`src/rtl/adc_frame_reader.sv`:
```
module adc_frame_reader #(
  parameter int DIV         = 5,
  parameter int QUIET_CYC   = 8,
  parameter int PD_EDGE     = 5,
  parameter int SAMPLE_W    = 12,
  parameter int FRAME_SCLKS = 16
) (
  input  logic                clk,
  input  logic                rst_n,
  input  logic                start,
  input  logic                pd_req,
  input  logic                adc_sdo,
  output logic                adc_cs_n,
  output logic                adc_sclk,
  output logic [SAMPLE_W-1:0] sample,
  output logic                sample_vld,
  output logic                busy
);
  localparam int LEAD = FRAME_SCLKS - SAMPLE_W;
  localparam int DW   = $clog2(DIV + 1);
  localparam int PW   = $clog2(2 * FRAME_SCLKS + 1);
  localparam int QW   = $clog2(QUIET_CYC + 1);
  localparam int HW   = $clog2(QUIET_CYC + 2);
  localparam logic [DW-1:0] DIV_LAST = DW'(DIV - 1);
  localparam logic [PW-1:0] PH_END   = PW'(2 * FRAME_SCLKS - 1);
  localparam logic [PW-1:0] PH_PD    = PW'(2 * PD_EDGE);
  localparam logic [PW-1:0] PH_CAP   = PW'(2 * LEAD - 1);
  localparam logic [QW-1:0] Q_LAST   = QW'(QUIET_CYC - 1);
  localparam logic [HW-1:0] HI_SAT   = HW'(QUIET_CYC + 1);

  typedef enum logic [1:0] {S_IDLE, S_FRAME, S_QUIET} state_t;

  state_t              st;
  logic [DW-1:0]       div_cnt;
  logic [PW-1:0]       ph;
  logic [QW-1:0]       q_cnt;
  logic [SAMPLE_W-1:0] shreg;
  logic                start_pend, pd_pend, pd_frame, stale;

  wire tick = (div_cnt == DIV_LAST);

  assign busy = (st != S_IDLE) | start_pend | pd_pend;

  always_ff @(posedge clk or negedge rst_n) begin
    if (!rst_n) begin
      st <= S_IDLE;
      div_cnt <= '0;
      ph <= '0;
      q_cnt <= '0;
      shreg <= '0;
      start_pend <= 1'b0;
      pd_pend <= 1'b0;
      pd_frame <= 1'b0;
      stale <= 1'b1;
      adc_cs_n <= 1'b1;
      adc_sclk <= 1'b1;
      sample <= '0;
      sample_vld <= 1'b0;
    end else begin
      sample_vld <= 1'b0;
      if (start)  start_pend <= 1'b1;
      if (pd_req) pd_pend <= 1'b1;
      case (st)
        S_IDLE: begin
          if (pd_pend || pd_req || start_pend || start) begin
            st <= S_FRAME;
            adc_cs_n <= 1'b0;
            div_cnt <= '0;
            ph <= '0;
            pd_frame <= pd_pend | pd_req;
            if (pd_pend || pd_req) pd_pend <= 1'b0;
            else start_pend <= 1'b0;
          end
        end
        S_FRAME: begin
          if (!tick) begin
            div_cnt <= div_cnt + 1'b1;
          end else begin
            div_cnt <= '0;
            if (pd_frame && ph == PH_PD) begin
              adc_cs_n <= 1'b1;
              st <= S_QUIET;
              q_cnt <= '0;
              stale <= 1'b1;
            end else if (ph == PH_END) begin
              adc_cs_n <= 1'b1;
              adc_sclk <= 1'b1;
              st <= S_QUIET;
              q_cnt <= '0;
              stale <= 1'b0;
              if (!stale) begin
                sample <= shreg;
                sample_vld <= 1'b1;
              end
            end else begin
              ph <= ph + 1'b1;
              adc_sclk <= ph[0];
              if (ph[0] && ph >= PH_CAP)
                shreg <= {shreg[SAMPLE_W-2:0], adc_sdo};
            end
          end
        end
        default: begin
          if (q_cnt == Q_LAST) st <= S_IDLE;
          else q_cnt <= q_cnt + 1'b1;
        end
      endcase
    end
  end

  logic [HW-1:0] hi_run;
  always_ff @(posedge clk or negedge rst_n) begin
    if (!rst_n) hi_run <= HI_SAT;
    else if (!adc_cs_n) hi_run <= '0;
    else if (hi_run != HI_SAT) hi_run <= hi_run + 1'b1;
  end

  AST_SCLK_PARKED: assert property (@(posedge clk) disable iff (!rst_n)
    adc_cs_n |-> adc_sclk);
  AST_SCLK_IN_FRAME: assert property (@(posedge clk) disable iff (!rst_n)
    $fell(adc_sclk) |-> !adc_cs_n);
  AST_VLD_AT_CS_RISE: assert property (@(posedge clk) disable iff (!rst_n)
    sample_vld |-> $rose(adc_cs_n));
  AST_QUIET_GAP: assert property (@(posedge clk) disable iff (!rst_n)
    $fell(adc_cs_n) |-> hi_run == HI_SAT);
  AST_START_HELD: assert property (@(posedge clk) disable iff (!rst_n)
    start |=> busy);
endmodule

```
`config.mk`:
```
export PLATFORM = sky130hd
export DESIGN_NAME = adc_frame_reader
export DESIGN_NICKNAME = d
export VERILOG_FILES = /design/src/rtl/adc_frame_reader.sv
export SDC_FILE = /design/constraint.sdc
export NUM_CORES = 1
export LEC_CHECK = 0
export BUFFER_PORTS_ARGS = -buffer_cell sky130_fd_sc_hd__buf_2
export CAP_MARGIN = 10
export CORE_MARGIN = 2
export CORE_UTILIZATION = 62
export DETAILED_ROUTE_END_ITERATION = 8
export GPL_TIMING_DRIVEN = 0
export PLACE_DENSITY = 0.92
export SETUP_SLACK_MARGIN = 0.2
export SLEW_MARGIN = 15
export SYNTH_ARGS = -nofsm -noshare
export SYNTH_HDL_FRONTEND = slang
export SYNTH_SLANG_ARGS = --single-unit
```
`constraint.sdc`:
```
create_clock -name clk -period 4.7 [get_ports clk]
set_clock_uncertainty 0.05 [all_clocks]
set_input_delay 0.235 -clock clk [delete_from_list [all_inputs] [get_ports clk]]
set_output_delay 0.235 -clock clk [all_outputs]
set_load 0.02 [all_outputs]
```
======== Word level (Yosys, flattened, before mapping) ========
Index checks and enable logic that the tools add are counted.
operators by class
  $add $sub $neg .......................... 3
  multiply operators ...................... 0
  div/mod/pow operators ................... 0
  magnitude comparators ................... 1
  eq/ne operators ......................... 11
  shift operators ......................... 0
  mux-type cells .......................... 40
  bitwise operators ....................... 7
  reduce and logical (&&, ||, !) cells .... 20
operators with widths
  operator                                                                             number
  6-bit two-way mux                                                                    4
  1-bit two-way mux                                                                    20
  4-bit two-way mux                                                                    4
  5-bit AND reduction                                                                  3
  6-bit one-hot mux with 2 select lines                                                1
  4-bit AND reduction                                                                  3
  2-bit two-way mux                                                                    5
  2-bit != test, second input constant                                                 4
  4-bit one-hot mux with 2 select lines                                                1
  6-bit by 1-bit adder with 6-bit output, second input constant                        1
  6-bit by 4-bit == test with 1-bit output, second input constant                      1
  6-bit by 5-bit == test with 1-bit output, second input constant                      1
  6-bit by 3-bit greater-or-equal comparator with 1-bit output, second input constant  1
  3-bit two-way mux                                                                    2
  3-bit one-hot mux with 2 select lines                                                1
  3-bit AND reduction                                                                  2
  2-bit nonzero test                                                                   3
  4-bit by 1-bit adder with 4-bit output, second input constant                        1
  4-bit by 3-bit == test with 1-bit output, second input constant                      1
  1-bit inverter                                                                       4
  2-bit one-hot mux with 2 select lines                                                1
  2-bit AND reduction                                                                  2
  3-bit by 1-bit adder with 3-bit output, second input constant                        1
  3-bit == test, second input constant                                                 1
  9 further kinds                                                                      14
storage, ports and cells
  bits in registers ....................... 46
  latch bits .............................. 0
  bits in writable memories ............... 0
  bits in read-only memories .............. 0
  input bits .............................. 5
  output and inout port bits .............. 16
  logic and storage cells ................. 95
  memories kept ........................... 0

======== Longest topological paths before layout ========
Gate-level depths: netlist (run 1).
  depth in word-level cells ............... 5
  gate-level depth with buffers ........... 8
  depth with buffers taken out ............ 7

======== Worst setup path after synthesis (run 1) ========
OpenSTA, ideal clock, no wires.
  path kind ............................... reg-to-reg
  from .................................... register ph[0]
  to ...................................... register sample[11]
  setup time .............................. 125 ps
  arrival ................................. 2140 ps
  required time ........................... 4525 ps
  path slack .............................. 2385 ps
  stages on the path, launching flop included .. 8
  path buffers ............................ 2
  clock period less this slack ............ 2315 ps
  cell sequence ........................... dfrtp_1 ha_1 nand2_2 or3_4 or4_1 buf_2 buf_6 mux2_4
on the way
  cells in the longest elaborated chain, start to end .. 4
  elaborated cells between the ends (all ways) .. 5
  classes of those cells .................. 2 x eq/ne; 1 x bitwise; 2 x reduce/logical
ends and longest elaborated chain
  element                                   line  source
  start: declaration                        35    logic [PW-1:0] ph;
  start signal: assignment                  96    ph <= ph + 1'b1;
  6-bit by 4-bit == test with 1-bit output  80    if (pd_frame && ph == PH_PD) begin
  1-bit logical AND                         80
  1-bit inverter (no source line)           --
  5-bit AND reduction (no source line) *    --
  end signal: assignment                    92    sample <= shreg;
  end: declaration                          15    output logic [SAMPLE_W-1:0] sample,
Mark *: on every way between the ends. The rest lies on a longest branch, timed or not.
A chain may end at the register's enable or synchronous reset.

======== Worst setup path in the final report (run 1) ========
  from .................................... register st[1]
  to ...................................... register shreg[1]
on the way
  cells in the longest elaborated chain, start to end .. 2
ends and longest elaborated chain
  element                                   line  source
  start: declaration                        33    state_t st;
  start signal: assignment                  46    st <= S_IDLE;
  start signal: assignment                  66    st <= S_FRAME;
  start signal: assignment                  82    st <= S_QUIET;
  2-bit by 1-bit == test with 1-bit output  63    case (st)
  5-bit AND reduction (no source line)      --
  end signal: assignment                    99    shreg <= {shreg[SAMPLE_W-2:0], adc_sdo};
  end: declaration                          37    logic [SAMPLE_W-1:0] shreg;
Every way passes these cells.

==> flow_metrics.py, run 1 <==
metrics = {
    "critical_path": {
        "startpoint_type": "flip-flop",
        "rrSetupSlack_ns": 2.19,
        "reg2reg_from": "st[1]",
        "path_max_fanout": 10,
        "r2r_end": "shreg[1]",
        "worstSetupEndpointType": "flip-flop",
        "cp.required_ns": 4.90,
        "ff2ff_path_depth": 7,
        "critPathKind": "reg2reg",
        "critical_path_arrival_ns": 2.71,
    },
    "floorplan": {
        "design.core.area_um2": 3100,
        "ios": 21,
        "die_area_um2": 3770,
        "fp.dieW_um": 61.4,
        "rows": 20,
        "die_h_um": 61.4,
        "start_util": 0.658,
    },
    "synthesis": {
        "async_flop_share": 1.00,
        "ys_seq_area_frac": 0.566,
        "avgSynthCellArea_um2": 12.2,
        "synthesis.area_um2": 2040,
        "synth_cell_types": 37,
        "synth_seq_cells": 46,
        "synth_top_area_cell": "dfrtp_1",
        "synth_cells": 167,
        "yosysTopAreaCellShare": 0.527,
        "synth.net_count": 177,
        "ys_warn_count": 0,
        "yosys-top-cells-area": "dfrtp_1, mux2_2, mux2_4",
        "synth_edf_count": 0,
        "synth_flop_cell": "dfrtp_1",
    },
    "run_status": {
        "status": "complete, no violations",
    },
    "route": {
        "wl_per_cell_um": 14.2,
        "routed_wl_um": 3400,
        "antenna_left": 0,
        "drc": 0,
        "viasPerCell": 5.68,
        "dr.pass1.iters": 4,
        "drt_iter0_drc": 115,
        "vias": 1357,
    },
    "cells_and_area": {
        "multi_input_area_um2": 833,
        "fill_cells": 226,
        "most-common-layout-cells": "dfrtp_1, buf_2, mux2_2",
        "layout_commonest_cell": "dfrtp_1",
        "design_area_um2": 2250,
        "area_growth_syn_to_layout_pct": 10.4,
        "nNetsFinal": 205,
        "drive_gt1_frac": 0.318,
        "insertedDiodeCount": 0,
        "regArea_um2": 1150,
    },
    "worst_hold_path": {
        "min_to": "shreg[0]",
        "hold_path_class": "in2reg",
        "hp-start": "adc_sdo",
        "whs_path_depth": 2,
    },
    "pwr": {
        "comb_power_share": 0.210,
        "pwr-share-seq": 0.582,
        "p_leak_nw": 1.15,
        "power.switching_mw": 0.260,
        "p_sw_frac": 0.312,
        "p_per_area_nw_per_um2": 370,
        "p_clk_frac": 0.207,
        "intPower_mw": 0.574,
        "vdd_ir_drop_max_mv": 0.217,
    },
    "global_routing": {
        "use_met1": 0.241,
        "grt_antenna_before_repair": 0,
        "grt_pass1_vias": 1310,
        "grtUsageTotal": 0.208,
        "grt_pass1_wl_um": 5590,
        "met2_usage": 0.359,
        "top_usage_layer": "met2",
        "grt-ovfl-total": 0,
        "grt_util_met3": 0.0399,
        "grt_max_degree": 47,
    },
    "placed_design": {
        "port_buffers": 20,
        "hpwl_um": 2480,
        "gp_congestion": 0.820,
        "placed_cell_area_um2": 2200,
        "dp_slack_ns": 2.20,
    },
    "cts": {
        "htreeDepth": 2,
        "cts.path.max_buffers": 2,
        "cts_resized": 0,
        "clk_pin_slew_ns": 0.12,
        "postCtsSetupRepairBufs": 0,
        "cts_made_buffers": 5,
        "cts-root-buf": "clkbuf_4",
        "clock_sinks": 46,
        "clk_latency_ns": 0.36,
        "tritoncts": "built",
    },
    "sta": {
        "fin_crit_ns": 2.51,
        "maxSlewViolCount": 0,
        "fmaxAchievable_ghz": 0.399,
        "setup_viol": 0,
        "rsz0062_at_grt": "no",
        "post-route-period-util": 0.533,
        "hold_violations": 0,
        "worst_pin_slew_ns": 0.945,
        "worst_hold_slack_ns": 0.0619,
        "relSlewSlack": 0.370,
        "tns_ns": 0,
        "finalWorstSetupSlack_ns": 2.19,
    },
    "job": {
        "cap_viol_max_count": 0,
    },
}
==> power groups by stage <==
stage / Combinational (mW) / Sequential [mW] / Clock, mW
after CTS: 0.176 / 0.485 / 0.180
after floorplan: 0.127 / 0.489 / 0
after global placement: 0.166 / 0.488 / 0
after global routing: 0.199 / 0.491 / 0.195
after detailed placement: 0.175 / 0.492 / 0
final: 0.175 / 0.485 / 0.173
==> worst max-delay path, cell delays in order, from the launching register on <==
cell      delay (ns)
dfrtp_1         0.37
buf_2           0.16
nand2b_1        0.25
nor2_1          0.23
nand3_1         0.24
a211oi_1        0.48
buf_4           0.27
mux2_2          0.35
==> area by class of cell <==
type | count | area share
Clock buffer | 5 | 0.0167
Multi-Input combinational cell | 111 | 0.370
Clock inverter | 2 | 0.00444
Sequential cell | 46 | 0.512
Tap cell | 44 | 0.0244
Buffer | 5 | 0.0150
Inverter | 5 | 0.00833
Timing Repair Buffer | 21 | 0.0489
==> metrics by stage <==
stage | total power [mW] | util | instances
finish | 0.833 | 0.726 | 239
global route | 0.884 | 0.726 | 239
CTS | 0.840 | 0.726 | 239
detailed placement | 0.667 | 0.708 | 231
global placement | 0.654 | 0.708 | 231
floorplan | 0.617 | - | 167
==> layer usage <==
layer | vias up | share of wire | wire [um]
li1 | 655 | - | -
met1 | 660 | 0.43 | 1460
met2 | 33 | 0.51 | 1730
met3 | 9 | 0.039 | 132
met4 | 0 | 0.023 | 78
met5 | - | 0 | 0
==> cell families after synthesis <==
family | synth area share
AND/OR/NAND/NOR | 0.111
multiplexers | 0.154
buffers and inverters | 0.0258
AO/OA/AOI/OAI | 0.109
flip-flops | 0.566
adder cells (fa/ha/maj) | 0.0307
XOR/XNOR | 0.00429
==> state kept, by name, summed over array words and instances (netlist names) <==
name	flops
adc_cs_n	1
adc_sclk	1
div_cnt	3
pd_frame	1
pd_pend	1
ph	6
q_cnt	4
sample	12
sample_vld	1
shreg	12
st	2
stale	1
start_pend	1
==> worst max-delay path by stage <==
stage / startpoint / to / slack (ns) / cells past startpoint
2_1_floorplan: ph[0] / sample[11] / 2.38 / 7
3_3_place_gp: ph[0] / shreg[10] / 2.27 / 8
3_5_place_dp: ph[0] / shreg[1] / 2.20 / 8
4_1_cts: ph[0] / shreg[10] / 2.16 / 8
5_1_grt: ph[0] / shreg[1] / 1.98 / 8
6_report: st[1] / shreg[1] / 2.19 / 7
==> cells in the mapped netlist, drive strengths merged, types with 2 or more instances <==
cell type / instances
a21o: 2
ha: 5
dfstp: 3
a21oi: 9
o21ai: 10
a22o: 2
dfrtp: 43
inv: 5
nor3: 4
a31oi: 2
nand3: 9
mux2: 24
or3: 4
o31ai: 2
or4: 2
buf: 5
nand2: 13
o22a: 2
nor2: 9
==> repair_timing <==
| action | CTS | global route |
|---|---|---|
| hold buffers | 1 | 0 |
| setup endpoints to repair | 0 | 0 |
| hold endpoints to repair | 34 | 0 |
(Power assumes the default switching activity.)
==> run 2: changes to the inputs <==
--- a/config.mk
+++ b/config.mk
@@ -8,10 +8,10 @@
 export BUFFER_PORTS_ARGS = -buffer_cell sky130_fd_sc_hd__buf_2
 export CAP_MARGIN = 10
 export CORE_MARGIN = 2
-export CORE_UTILIZATION = 62
+export CORE_UTILIZATION = 52
 export DETAILED_ROUTE_END_ITERATION = 8
 export GPL_TIMING_DRIVEN = 0
-export PLACE_DENSITY = 0.92
+export PLACE_DENSITY = 0.84
 export SETUP_SLACK_MARGIN = 0.2
 export SLEW_MARGIN = 15
 export SYNTH_ARGS = -nofsm -noshare
==> constraint.sdc (replaced) <==
create_clock -name clk -period 2.02 [get_ports clk]
set_clock_uncertainty 0.05 [all_clocks]
set_input_delay 0.101 -clock clk [delete_from_list [all_inputs] [get_ports clk]]
set_output_delay 0.101 -clock clk [all_outputs]
set_load 0.02 [all_outputs]
==> flow_metrics.py, run 2 (same netlist as run 1, synthesis figures left out) <==
metrics = {
    "route": {
        "viasPerCell": 5.52,
        "drc": 0,
        "dr.pass1.iters": 4,
        "antenna_left": 0,
        "vias": 1473,
        "routed_wl_um": 4290,
        "drt_iter0_drc": 115,
        "wl_per_cell_um": 16.1,
    },
    "cts": {
        "cts-root-buf": "clkbuf_8",
        "htreeDepth": 2,
        "cts_made_buffers": 5,
        "clk_pin_slew_ns": 0.08,
        "cts.path.max_buffers": 2,
        "tritoncts": "built",
        "clk_latency_ns": 0.30,
        "clock_sinks": 46,
    },
    "sta": {
        "rsz0062_at_grt": "yes",
        "post-route-period-util": 1.13,
        "tns_ns": -6.46,
        "setup_viol": 33,
        "hold_violations": 0,
        "fmaxAchievable_ghz": 0.440,
        "fin_crit_ns": 2.27,
        "relSlewSlack": 0.344,
        "worst_pin_slew_ns": 0.984,
        "finalWorstSetupSlack_ns": -0.254,
        "maxSlewViolCount": 0,
        "worst_hold_slack_ns": 0.0175,
    },
    "run_status": {
        "violations": "negative setup slack",
        "status": "finished with violations",
    },
    "cells_and_area": {
        "area_growth_syn_to_layout_pct": 30.2,
        "fin_util": 0.715,
        "multi_input_area_um2": 945,
        "design_area_um2": 2660,
        "biggestRegsByFlops": "sample x12, shreg x12, ph x6",
        "drive_gt1_frac": 0.479,
        "fill_cells": 228,
        "insertedDiodeCount": 0,
        "nNetsFinal": 228,
        "most-common-layout-cells": "dfrtp_1, buf_2, mux2_2, buf_4, nand2_1",
        "layout_commonest_cell": "dfrtp_1",
        "regArea_um2": 1160,
    },
    "floorplan": {
        "design.core.area_um2": 3720,
        "ios": 21,
        "start_util": 0.549,
        "rows": 22,
        "die_h_um": 66.6,
        "fp.dieW_um": 66.6,
        "die_area_um2": 4440,
    },
    "critical_path": {
        "critical_path_arrival_ns": 2.41,
        "path_max_fanout": 5,
        "critPathKind": "reg2reg",
        "startpoint_type": "flip-flop",
        "cp.required_ns": 2.16,
        "worstSetupEndpointType": "flip-flop",
    },
    "global_routing": {
        "grt_antenna_before_repair": 0,
        "grt_max_degree": 47,
        "grt-ovfl-total": 0,
        "grtUsageTotal": 0.217,
        "grt_pass1_vias": 1521,
        "grt_pass1_wl_um": 7090,
    },
    "placed_design": {
        "gp_congestion": 0.776,
        "placed_cell_area_um2": 2230,
        "port_buffers": 20,
        "hpwl_um": 2520,
    },
    "pwr": {
        "p_leak_nw": 1.32,
        "vdd_ir_drop_max_mv": 0.602,
        "p_per_area_nw_per_um2": 897,
    },
    "job": {
        "cap_viol_max_count": 0,
    },
    "worst_hold_path": {
        "hold_path_class": "in2reg",
    },
}
-- run 2: per-layer routing --
| metal | GRT usage | vias to the layer above | part of all wire |
|---|---|---|---|
| li1 | - | 702 | - |
| met3 | 0.0507 | 9 | 0.035 |
| met1 | 0.248 | 729 | 0.41 |
| met4 | 0.0893 | 0 | 0.018 |
| met5 | 0 | - | 0 |
| met2 | 0.386 | 33 | 0.54 |
-- run 2: path summary, 6_finish.rpt --
check | slack (ns) | start | depth (start not counted) | endpoint
worst max-delay path | -0.25 | ph[0] | 7 | sample[2]
worst min-delay path | 0.02 | pd_req | 3 | pd_pend
worst max register to register | -0.25 | ph[0] | 7 | sample[2]
worst min register to register | 0.45 | sample[1] | 1 | sample[1]
max in group asynchronous | 0.81 | rst_n | 2 | ph[4]
min in group asynchronous | 0.44 | rst_n | 2 | sample[10]
-- run 2: repair_timing --
action | 4_1_cts | 5_1_grt
endpoints found under the hold margin | 44 | 0
gates cloned | 1 | 0
resized for setup | 26 | 12
endpoints found under the setup margin | 30 | 40
buffers inserted | 17 | 4
hold buffers | 2 | 0
pin swaps | 10 | 7
-- run 2: cell type report --
class	count	area share
repair buffers	44	0.125
well taps	48	0.0226
plain buffers	5	0.0198
inverters	5	0.00895
flip-flops and latches	46	0.436
multi-input cells	111	0.356
clock buffers	6	0.0273
clock inverters	2	0.00518
-- run 2: worst max-delay path, cell delays in order, from the launching register on --
cell and delay, ns:
dfrtp_1 0.41, ha_4 0.17, nand2_4 0.07, or3_4 0.35, or4_4 0.53, buf_6 0.15, buf_12 0.13, mux2_4 0.30
-- run 2: power breakdown --
part / internal [mW] / switching (mW) / leakage (nW)
Clock: 0.244 / 0.299 / 0.0452
Combinational: 0.361 / 0.343 / 0.669
Sequential: 1.04 / 0.0999 / 0.602
-- run 2: stage by stage --
step                std cells  setup slack, ns  power [mW]
floorplan                 167           -0.248        1.44
global placement          235           -0.476        1.54
detailed placement        235           -0.540        1.56
CTS                       263           -0.242        2.31
global route              267           -0.341        2.53
finish                    267           -0.254        2.38
